<file path="src/rtl/can_ovld_trigger.sv">
module can_ovld_trigger #(
  parameter int FLAG_BITS = 6
) (
  input  logic       clk,
  input  logic       rst_n,
  input  logic       sample_pt,
  input  logic       bit_start,
  input  logic       rx_bit,
  input  logic [2:0] pos,
  input  logic       is_rx,
  input  logic       req_en,
  input  logic       mbox_rx_done,
  input  logic       bus_off,
  input  logic       ctrl_en,
  input  logic       err_inc_rx_req,
  input  logic       err_inc_tx_req,
  output logic       ovl_start,
  output logic       ovl_active,
  output logic       err_inc_rx,
  output logic       err_inc_tx
);
  localparam int CW = (FLAG_BITS > 1) ? $clog2(FLAG_BITS) : 1;
  localparam logic [CW-1:0] LAST = CW'(FLAG_BITS - 1);
  localparam logic [2:0] P_EOF_LAST = 3'd1;
  localparam logic [2:0] P_INT1     = 3'd2;
  localparam logic [2:0] P_INT2     = 3'd3;
  localparam logic [2:0] P_INT3     = 3'd4;
  localparam logic [2:0] P_ERRDEL   = 3'd5;
  localparam logic [2:0] P_OVLDEL   = 3'd6;

  logic          armed, req_pend;
  logic [CW-1:0] cnt;

  wire can_run   = ctrl_en & ~bus_off;
  wire dom       = ~rx_bit;
  wire react_hit = dom & ((pos == P_INT1) | (pos == P_INT2) |
                          ((pos == P_EOF_LAST) & is_rx) |
                          (pos == P_ERRDEL) | (pos == P_OVLDEL));
  wire req_hit   = req_pend & (pos == P_EOF_LAST);
  wire arm_now   = sample_pt & can_run & ~ovl_active & (react_hit | req_hit);

  assign ovl_start  = bit_start & armed & can_run;
  wire   inhibit    = ovl_start | ovl_active;
  assign err_inc_rx = err_inc_rx_req & ~inhibit;
  assign err_inc_tx = err_inc_tx_req & ~inhibit;

  always_ff @(posedge clk or negedge rst_n) begin
    if (!rst_n) begin
      armed      <= 1'b0;
      req_pend   <= 1'b0;
      ovl_active <= 1'b0;
      cnt        <= '0;
    end else if (!can_run) begin
      armed      <= 1'b0;
      req_pend   <= 1'b0;
      ovl_active <= 1'b0;
      cnt        <= '0;
    end else begin
      if (mbox_rx_done && req_en) req_pend <= 1'b1;
      if (arm_now) armed <= 1'b1;
      if (ovl_start) begin
        armed      <= 1'b0;
        req_pend   <= 1'b0;
        ovl_active <= 1'b1;
        cnt        <= '0;
      end else if (ovl_active && bit_start) begin
        if (cnt == LAST) ovl_active <= 1'b0;
        cnt <= cnt + 1'b1;
      end
    end
  end

  a_r7_single_pulse: assert property (@(posedge clk) disable iff (!rst_n)
    ovl_start |=> !ovl_start);

  a_r8_flag_follows: assert property (@(posedge clk) disable iff (!rst_n)
    (ovl_start && can_run) |=> ovl_active);

  a_r9_no_count_in_flag: assert property (@(posedge clk) disable iff (!rst_n)
    ovl_active |-> (!err_inc_rx && !err_inc_tx));

  a_r10_drop_on_off: assert property (@(posedge clk) disable iff (!rst_n)
    !can_run |=> !ovl_start);

  a_r4_third_inter_quiet: assert property (@(posedge clk) disable iff (!rst_n)
    (sample_pt && pos == P_INT3 && !armed) |=> !armed);

  a_r8_no_rearm_in_flag: assert property (@(posedge clk) disable iff (!rst_n)
    (ovl_active && !armed) |=> !armed);
endmodule

</file>
<file path="config.mk">
export PLATFORM = sky130hd
export DESIGN_NAME = can_ovld_trigger
export DESIGN_NICKNAME = d
export VERILOG_FILES = /design/src/rtl/can_ovld_trigger.sv
export SDC_FILE = /design/constraint.sdc
export NUM_CORES = 1
export LEC_CHECK = 0
export BUFFER_PORTS_ARGS = -buffer_cell sky130_fd_sc_hd__buf_2
export CORE_AREA = 2 2 39 41
export CTS_CLUSTER_DIAMETER = 150
export CTS_CLUSTER_SIZE = 10
export DETAILED_ROUTE_END_ITERATION = 16
export DIE_AREA = 0 0 41 43
export PLACE_DENSITY_LB_ADDON = 0.25
export SYNTH_ARGS = -nofsm -noshare
export SYNTH_HDL_FRONTEND = slang
export SYNTH_SLANG_ARGS = --single-unit
</file>
<file path="constraint.sdc">
create_clock -name clk -period 1.9 [get_ports clk]
set_clock_uncertainty 0.05 [all_clocks]
set_input_delay 0.38 -clock clk [delete_from_list [all_inputs] [get_ports clk]]
set_output_delay 0.38 -clock clk [all_outputs]
set_load 0.02 [all_outputs]
</file>
# Word-level counts from Yosys, hierarchy flattened
# Index checks and enable logic that the tools add are counted.
# Widths: inputs -> output; s select.
[op_classes]
n_bitwise = 21
eq_ne = 10
n_reduce_logical = 3
addsub = 1
mux = 13
[op_table]
columns = ["op", "count"]
rows = [
  ["$ne 3x2->1 const B", 4],
  ["$and 1x1->1", 11],
  ["$mux 1", 10],
  ["$eq 3x3->1 const B", 3],
  ["$mux 3", 3],
  ["$eq 3x2->1 const B", 2],
  ["$or 1x1->1", 6],
  ["$not 1->1", 4],
  ["$add 3x1->3 const B", 1],
  ["$eq 3x1->1 const B", 1],
  ["$logic_and 1x1->1", 2],
  ["$reduce_and 2->1", 1],
]
[word_totals]
output_inout_bits = 4
elab_cells = 52
reg_bits = 6

# Depth between registers and ports, before layout
# Gate-level depths: netlist of the first run.
[depth]
depth_word = 11
depth_mapped = 5
mapped_depth_nobuf = 5

# Worst setup path after synthesis of the first run
# Ideal clock, no wire load.
[synth_path]
path_kind = "input port to output port"
startpoint = "input ctrl_en"
endpoint = "output err_inc_rx"
arrival_ps = 948
path_slack_ps = 522
required_ps = 1470
path_buffers = 0
cell_stages = 3
cell_sequence = "nor2b_2 > a31oi_1 > and2_1"
[synth_via]
elab_chain_len = 5
[synth_lines]
columns = ["element", "line_no", "source"]
rows = [
  ["start: declaration", "14", "input logic ctrl_en,"],
  ["$and 1x1->1", "34", "wire can_run = ctrl_en & ~bus_off;"],
  ["$and 1x1->1", "42", "assign ovl_start = bit_start & armed & can_run;"],
  ["$or 1x1->1", "43", "wire inhibit = ovl_start | ovl_active;"],
  ["$not 1->1", "44", "assign err_inc_rx = err_inc_rx_req & ~inhibit;"],
  ["$and 1x1->1", "44", ""],
  ["end: declaration", "19", "output logic err_inc_rx,"],
]
# Every way passes these cells.

# Worst setup path in the final report of the first run
[layout_path]
startpoint = "register ovl_active"
endpoint = "output err_inc_tx"
[layout_via]
elab_chain_len = 3
[layout_lines]
columns = ["element", "line_no", "source"]
rows = [
  ["start: declaration", "18", "output logic ovl_active,"],
  ["start signal: assignment", "51", "ovl_active <= 1'b0;"],
  ["start signal: assignment", "56", "ovl_active <= 1'b0;"],
  ["start signal: assignment", "64", "ovl_active <= 1'b1;"],
  ["$or 1x1->1", "43", ""],
  ["$not 1->1", "45", "assign err_inc_tx = err_inc_tx_req & ~inhibit;"],
  ["$and 1x1->1", "45", ""],
  ["end: declaration", "20", "output logic err_inc_tx"],
]
# Every way passes these cells.

==> impl_results.md, run 1 <==
* Status: completed
* CORE AREA at 0.00138 sq mm
* Worst Path Required at 1.47 ns
* Routed Antenna Nets at 0
* Gpl congestion at 0.679
* Clk buf depth at 2
* WP data arrival at 1.20 ns
* Comb power frac at 14.7%
* Synth Flop Type: dfrtp_1
* WL final at 772 um
* Sw frac at 24.7%
* Starting Density at 27.5%
* Vias in the first global route at 293
* Num CTS Buffers at 3
* Post-synth cell types at 20
* Via density at 4.76
* DRC at 0
* FF/Latch Area at 150 sq um
* Largest net degree at the start of global routing at 9
* Sequential share of power at 44.3%
* I/O Pins at 19
* Starting DRT DRC Count at 5
* RSZ-0062 raised after global routing: no
* CTS root buf: clkbuf_4
* Pleak at 0.000251 uW
* Final period utilization at 85.6%
* Filler cells at 153
* Worst Setup Start Kind: flip-flop
* Critical-path cell list: a31oi_1 > and2_1 > buf_2
* Depth of the CTS H-tree at 1
* Total Routing Usage GR at 10.1%
* Sequential fraction of the synthesis area at 39.5%
* First-pass GRT wire length at 1130 um
* Initial antenna violation count at 0
* Clock Latency Late Sink at 0.25 ns
* Final Cell Area at 515 sq um
* Die width at 41 um
* Ranking of synthesized cells by area: dfrtp_1 39%, ha_1 6.6%, nand2_4 5.9%
* Post-CTS Resized at 0
* Fin crit period at 1.63 ns
* ANT cells at 0
* GRT Residual Overflow at 0
* Clock power frac at 40.9%
* Share of layout cells above drive strength 1 at 40.0%
* Max Cap Viol at 0
* Std-Cell Rows at 14
* Syn. warnings at 0
* Routed len/inst at 10.2 um
* DRT Pass-1 Iters at 4
* Hold Crit Class: primary input to flip-flop
* Placed inst area at 483 sq um
* Fin. Hold Viols at 0
* Setup tns final at 0 ns
* Post-synth top area share at 39.5%
* Asr flop ratio synth at 100%
* Most frequent cells after synthesis: 6 x dfrtp_1, 4 x nor2_1, 3 x a21oi_1, 3 x nand3_1
* Crit-path max cell delay at 0.45 ns
* Cell count after synthesis at 39
* Worst-margin pin slew at 0.251 ns
* Area growth syn-to-layout at 35.5%
* Final setup fails at 0
* Setup crit end kind: primary output
* Multi-input gate area at 215 sq um
* Crit path kind: flip-flop to primary output
* Slew Viols, Final at 0
* Nets at 79
* Post-synth top area cell: dfrtp_1
* Slew HR at 83.0%
* Fmax at 615 MHz
* Cell Area, Synth at 380 sq um
* Worst path slowest cell: dfrtp_1
* Vias at 362
* Psw at 73.0 uW
* Crit-path max FO at 8
* Worst-path clk slew at 0.05 ns
* Peak supply drop at 0.230 mV
* Synthesis-stage register bit count at 6
* Die H at 43 um
* Syn_area_per_cell at 9.75 sq um
* Cell Pwr Density at 573 mW/mm^2
* Full die area at 0.00176 sq mm
* Mapped Nets at 56
* Port bufs at 18
* Post-synth EDFFs at 0
* TritonCTS clock tree: yes
* Clock Sinks at 6
* Cell internal pwr at 223 uW
* Most common cell in the netlist: dfrtp_1
-- repair_timing --
item | in CTS | in global routing
hold endpoints to repair | 6 | 0
setup buffers | 0 | 0
hold buffers | 1 | 0
-- routing by layer --
| layer | up-vias | track usage (%) | share of wire, % |
|---|---|---|---|
| li1 | 185 | - | - |
| met1 | 160 | 14.0 | 44 |
| met2 | 15 | 11.6 | 43 |
| met3 | 2 | 3.14 | 9.7 |
| met4 | 0 | 10.0 | 2.7 |
| met5 | - | 0 | 0 |
-- worst max-delay path, delay by kind of cell (launching register included) --
family	cells	cell delay, ns
AOI/OAI and AO/OA	1	0.20
DFF	1	0.45
and+or+nand+nor	1	0.15
buffers and inverters	1	0.15
-- placed cells by master, fill, tap and decap left out, drive strengths merged --
cell         synthesis  routed
dlygate4sd3          0       1
and2                 2       2
buf                  1      18
xor2                 2       2
or2b                 1       1
clkbuf               0       3
and4bb               1       1
a31oi                2       2
a21oi                3       3
nand3                3       3
dfrtp                6       6
ha                   2       2
nor2b                1       1
nor2                 4       4
inv                  2       2
o2111ai              1       1
nor4bb               1       1
a311oi               1       1
nand2                4       4
o311ai               1       1
o21a                 1       1
-- final cells by class --
type	instances	area share [%]
multi-input cells	30	41.7
flip-flops and latches	6	29.1
repair buffers	19	19.4
clock buffers	3	4.37
well taps	16	3.88
inverters	2	1.46
-- metrics by stage --
stage / worst slack, ns / hold WS [ns] / power (uW) / instances / utilization, %
detailed placement: 0.327 / 0.163 / 176 / 72 / 34.9
CTS: 0.258 / 0.324 / 301 / 76 / 37.3
global route: 0.183 / 0.347 / 310 / 76 / 37.3
floorplan: 0.522 / 0.0344 / 154 / 39 / -
finish: 0.274 / 0.319 / 296 / 76 / 37.3
global placement: 0.362 / 0.166 / 176 / 72 / 34.9
-- cells by family after synthesis --
family | synth area share, %
simple gates | 29.3
compound gates | 16.1
flops | 39.5
buf+inv | 3.95
xor+xnor | 4.61
fa+ha+maj | 6.58
-- flip-flops by register name, summed over array words and instances, names as in the netlist --
name	count
cnt	3
armed	1
ovl_active	1
req_pend	1
-- worst paths after layout --
check                           start    endpoint  slack [ns]  cells past startpoint
hold / removal                 req_en    req_pend        0.32                      3
min in group asynchronous       rst_n      cnt[0]        0.43                      2
max in group asynchronous       rst_n  ovl_active        1.22                      2
setup reg to reg           ovl_active       armed        0.75                      3
hold reg to reg              req_pend    req_pend        0.44                      2
setup / recovery           ovl_active  err_inc_tx        0.27                      3
-- power groups by stage --
| stage | combinational [uW] | clock, uW | sequential, uW |
|---|---|---|---|
| after floorplan | 20.6 | 0 | 133 |
| after global placement | 42.8 | 0 | 133 |
| after detailed placement | 42.7 | 0 | 133 |
| after CTS | 44.4 | 125 | 131 |
| after global routing | 48.2 | 131 | 131 |
| final | 43.5 | 121 | 131 |
(Power assumes the default switching activity.)
==> run 2: changes to the inputs <==
Settings changed: ABC_AREA set to 1.
==> run 2 against run 1 <==
Combinational power shrank 2%. Critical path type unchanged. Wire length shrank 4.8%. Largest cell class unchanged. Flip-flop and latch count is the same. Die area is the same. Non-clock buffer count is the same. Via count grew 5.8%. Cell count grew 21%. Synthesized cell count grew 38%. Largest power group unchanged. Maximum frequency shrank 2.0%. Sequential share of layout area shrank 1.1 points. Synthesized area grew 3.3%.
==> impl_results.md, run 2 <==
* Routed len/inst at 7.99 um
* DRC at 0
* Asr flop ratio synth at 100%
* Die H at 43 um
* Fmax at 602 MHz
* WP data arrival at 1.23 ns
* Hold Crit Class: primary input to flip-flop
* Filler cells at 152
* Std-Cell Rows at 14
* Clock power frac at 40.8%
* Cell Pwr Density at 544 mW/mm^2
* Worst Path Required at 1.47 ns
* CTS root buf: clkbuf_4
* Crit-path max FO at 3
* Worst-path clk slew at 0.04 ns
* Status: completed
* Critical-path cell list: nand3_2 > inv_2 > or2_4 > nor2_2 > buf_2
* Slew Viols, Final at 0
* First-pass GRT wire length at 1130 um
* Full die area at 0.00176 sq mm
* Cell internal pwr at 221 uW
* Most frequent cells after synthesis: 12 x inv_1, 12 x nand2_1, 6 x dfrtp_1
* Syn. warnings at 0
* Clock Sinks at 6
* Worst path slowest cell: dfrtp_1
* ANT cells at 0
* Nets at 95
* Largest net degree at the start of global routing at 7
* Initial antenna violation count at 0
* Hold Crit Depth at 3
* Fin. Hold Viols at 0
* Die width at 41 um
* Num CTS Buffers at 3
* Share of layout cells above drive strength 1 at 38.2%
* Peak supply drop at 0.341 mV
* Most common cell after layout, fill and taps aside: buf_2
* Sw frac at 24.1%
* Post-synth top area cell: dfrtp_1
* Clock Latency Late Sink at 0.25 ns
* TritonCTS clock tree: yes
* Clk buf depth at 2
* Final period utilization at 87.4%
* Setup crit end kind: primary output
* Port bufs at 18
* Total Routing Usage GR at 10.1%
* Max Cap Viol at 0
* Cells on worst reg2reg path at 5
* Slew HR at 89.5%
* WP buf/inv at 2
* Sequential share of power at 44.6%
* Fin crit period at 1.66 ns
* Post-synth EDFFs at 0
* Starting Density at 28.4%
* Post-route insts no fill at 92
* Pleak at 0.000324 uW
* WL final at 735 um
* CORE AREA at 0.00138 sq mm
* Crit path kind: flip-flop to primary output
* Cell total after placement at 88
* GRT Residual Overflow at 0
* Post-synth cell types at 15
* Crit-path leading delay family: flip-flops
* I/O Pins at 19
* Area growth syn-to-layout at 36.3%
* Sequential fraction of the synthesis area at 38.2%
* Comb power frac at 14.6%
* Ranking of synthesized cells by area: dfrtp_1 38%, inv_1 11%, nand2_1 11%
* Reg2reg setup slack at 0.84 ns
* Syn_area_per_cell at 7.28 sq um
* Routed Antenna Nets at 0
* # Post-CTS Setup Buffers at 0
* Via density at 4.16
* Synth Flop Type: dfrtp_1
* Crit path launch: armed
* Depth of the CTS H-tree at 1
* WP depth at 5
* DRT Pass-1 Iters at 2
* Worst R2R End: cnt[2]
* Setup crit end: err_inc_tx
* Post-synth top area share at 38.2%
* Vias at 383
* Starting DRT DRC Count at 1
* Setup tns final at 0 ns
* Cell count after synthesis at 54
* RSZ-0062 raised after global routing: no
* Worst-margin pin slew at 0.157 ns
* Hold_sp: req_en
* Hpwl dp at 579 um
* Final setup fails at 0
* Cell Area, Synth at 393 sq um
* Worst Setup Start Kind: flip-flop
* Largest register by flop count: cnt
* Synthesis-stage register bit count at 6
* Max reg flops at 3
* Gpl congestion at 0.662
* Mapped Nets at 71
* Crit-path max cell delay at 0.40 ns
* Worst R2R Start: cnt[0]
* Commonest cells after routing, fill and taps aside: 18 x buf_2, 12 x inv_1, 12 x nand2_1
* Vias in the first global route at 340
* Psw at 70.2 uW
run 2: power by group through the flow:
stage          registers (uW)  clock network, uW  logic (uW)
2_1_floorplan             132                  0        19.7
3_3_place_gp              132                  0        41.6
3_5_place_dp              132                  0        41.9
4_1_cts                   130                124        43.9
5_1_grt                   130                130        49.5
6_report                  130                119        42.7
run 2: area by class of cell:
type | count | area (sq um) | share of cell area (%)
inverters | 13 | 48.8 | 9.11
well taps | 16 | 20.0 | 3.74
clock buffers | 3 | 22.5 | 4.21
repair buffers | 19 | 100 | 18.7
flip-flops and latches | 6 | 150 | 28.0
multi-input cells | 35 | 194 | 36.2
run 2: worst min-delay path by stage:
stage                           to  slack, ns
after floorplan              armed       0.03
after global placement      cnt[1]       0.16
after global routing      req_pend       0.36
final                     req_pend       0.33
after detailed placement    cnt[1]       0.16
after CTS                 req_pend       0.33
run 2: what timing repair did:
item	in CTS	in global routing
gates resized for setup	0	0
endpoints found under the hold margin	6	0
hold buffers	1	0
endpoints found under the setup margin	0	0
run 2: cell families after synthesis:
logic type      share of synthesized area [%]
compound gates                           7.64
buf+inv                                  12.4
flops                                    38.2
simple gates                             33.1
fa+ha+maj                                6.37
xor+xnor                                 2.23
run 2: worst register-to-register path, stage by stage, from the launching register on:
cell     delay (ns)
dfrtp_1        0.40
ha_1           0.20
inv_1          0.05
nor2_1         0.05
o21ai_0        0.14
a21oi_1        0.06
run 2: per-layer routing:
metal  GRT usage, %  vias to the layer above  wire length [um]
met2           16.3                       18               327
met5              0                        -                 0
met4           6.00                        0                 8
li1               -                      205                 -
met3           6.81                        2               105
met1           8.55                      158               294
run 2: stage by stage:
stage / util, % / total power (uW) / instance area [sq um] / setup slack, ns / hold WS [ns]
finish: 38.7 / 291 / 536 / 0.240 / 0.333
global route: 38.7 / 309 / 536 / 0.160 / 0.357
CTS: 38.7 / 298 / 536 / 0.222 / 0.335
detailed placement: 36.3 / 174 / 503 / 0.298 / 0.164
global placement: 36.3 / 173 / 503 / 0.312 / 0.164
floorplan: - / 151 / 393 / 0.411 / 0.0344
==> run 3: changes to the inputs <==
Clock period 1.9 ns to 1.43 ns, I/O delays scaled along.
==> run 3 against run 2 <==
The run now ends with setup timing left. Global-route usage rose by 1.5 points. Flip-flop and latch count did not move. Utilization rose by 4.3 points. Largest cell class unchanged. Critical path depth did not move. First-iteration DRC count rose to 3.0 times the previous value. Non-clock buffer count rose by 5. Combinational power rose by 57%. Total power rose by 35%. Cell area rose by 11%. Hold slack got worse by 0.086 ns. Setup slack got worse by 0.34 ns. Largest power group unchanged.
==> impl_results.md, run 3 (synthesized netlist as in run 2, its figures left out) <==
* Status: finished, violations left
* Failing checks: setup timing
* Final Cell Area at 596 sq um
* Cell Pwr Density at 659 mW/mm^2
* Fmax at 653 MHz
* ANT cells at 0
* Comb power frac at 17.1%
* Worst Path Required at 1.09 ns
* Max Cap Viol at 0
* Setup crit end kind: primary output
* DRT Pass-1 Iters at 2
* CTS root buf: clkbuf_4
* WP buf/inv at 2
* Clock power frac at 39.0%
* Slew HR at 89.0%
* Worst-margin pin slew at 0.163 ns
* Critical-path cell list: nand3_2 > inv_2 > or2_4 > nor2_4 > buf_6
* Routed Antenna Nets at 0
* Vias in the first global route at 371
* Routed len/inst at 8.89 um
* Clk buf depth at 2
* Cell internal pwr at 301 uW
* Area growth syn-to-layout at 51.6%
* Initial antenna violation count at 0
* Crit path kind: flip-flop to primary output
* Depth of the CTS H-tree at 1
* Crit-path max cell delay at 0.38 ns
* Full die area at 0.00176 sq mm
* Share of layout cells above drive strength 1 at 42.0%
* I/O Pins at 19
* Worst path slowest cell: dfrtp_1
* FF/Latch Area at 150 sq um
* WP data arrival at 1.20 ns
* TritonCTS clock tree: yes
* Via density at 4.38
* First-pass GRT wire length at 1370 um
* Largest net degree at the start of global routing at 7
* WL final at 862 um
* Std-Cell Rows at 14
* Hold Crit Class: primary input to flip-flop
* Most common cell after layout, fill and taps aside: buf_2
* Final setup fails at 2
* Vias at 425
* Clock Sinks at 6
* Psw at 91.6 uW
* Multi-input gate area at 204 sq um
* Filler cells at 157
* Starting DRT DRC Count at 3
* Hpwl dp at 629 um
* Nets at 100
* CORE AREA at 0.00138 sq mm
* Worst Setup Start Kind: flip-flop
* Pre-CTS WS at 0.0347 ns
* Die width at 41 um
* Final period utilization at 107%
* Port bufs at 18
* Num CTS Buffers at 3
* Starting Density at 28.4%
* GRT Residual Overflow at 0
* Fin. Hold Viols at 0
* Final worst setup slack at -0.101 ns
* Gpl congestion at 0.663
* Die H at 43 um
* Crit-path max FO at 2
* Largest register by flop count: cnt
* Sw frac at 23.3%
* Sequential share of power at 43.9%
* Peak supply drop at 0.357 mV
* Crit-path leading delay family: simple AND/OR/NAND/NOR gates
* Pleak at 0.000355 uW
* Worst-path clk slew at 0.04 ns
* RSZ-0062 raised after global routing: yes
* DRC at 0
* Core Util, Final at 43.0%
* Fin crit period at 1.53 ns
* Max reg flops at 3
* Slew Viols, Final at 0
* Total Routing Usage GR at 11.6%
* Clock Latency Late Sink at 0.24 ns
* Commonest cells after routing, fill and taps aside: 16 x buf_2, 12 x inv_1, 12 x nand2_1
* Placed inst area at 510 sq um
==> run 3: tightest hold or removal path, cell delays in order <==
cell,delay (ns)
buf_2,0.07
a21oi_1,0.05
nor2_1,0.09
==> run 3: path summary, 6_finish.rpt <==
kind | slack (ns) | cells after the start | from | to
max | -0.10 | 5 | armed | err_inc_tx
min | 0.25 | 3 | req_en | req_pend
max reg2reg | 0.26 | 7 | armed | cnt[1]
min reg2reg | 0.42 | 1 | cnt[2] | cnt[2]
max in group asynchronous | 0.84 | 2 | rst_n | req_pend
min in group asynchronous | 0.34 | 2 | rst_n | cnt[1]
==> run 3: area by class of cell <==
| type | instances | area share (%) |
|---|---|---|
| multi-input cells | 35 | 34.2 |
| flip-flops and latches | 6 | 25.2 |
| repair buffers | 24 | 25.2 |
| inverters | 13 | 8.19 |
| clock buffers | 3 | 3.78 |
| well taps | 16 | 3.36 |
==> run 3: through the flow <==
step | power [uW] | setup TNS, ns | std cells | hold slack, ns
floorplan | 201 | 0 | 54 | -0.0596
global placement | 233 | 0 | 89 | 0.0697
detailed placement | 233 | 0 | 89 | 0.0698
CTS | 398 | -0.181 | 95 | 0.248
global route | 419 | -0.314 | 97 | 0.286
finish | 392 | -0.202 | 97 | 0.247
==> run 3: metal layers <==
| layer | wire length (um) | vias to the layer above | global-route usage (%) |
|---|---|---|---|
| met1 | 354 | 185 | 12.6 |
| met3 | 79 | 2 | 3.14 |
| met2 | 416 | 19 | 19.1 |
| met5 | 0 | - | 0 |
| met4 | 10 | 0 | 6.00 |
| li1 | - | 219 | - |
==> run 3: repair_timing <==
action	4_1_cts	5_1_grt
gates resized for setup	3	3
hold endpoints to repair	6	0
endpoints found under the setup margin	2	2
pin swaps	1	0
buffers inserted	2	2
hold buffers	1	0
==> run 3: power groups by stage <==
stage | registers (uW) | clock network, uW | logic (uW)
final | 172 | 153 | 67.1
after global routing | 172 | 171 | 76.1
after CTS | 172 | 162 | 63.9
after detailed placement | 175 | 0 | 58.1
after global placement | 175 | 0 | 57.7
after floorplan | 175 | 0 | 26.2
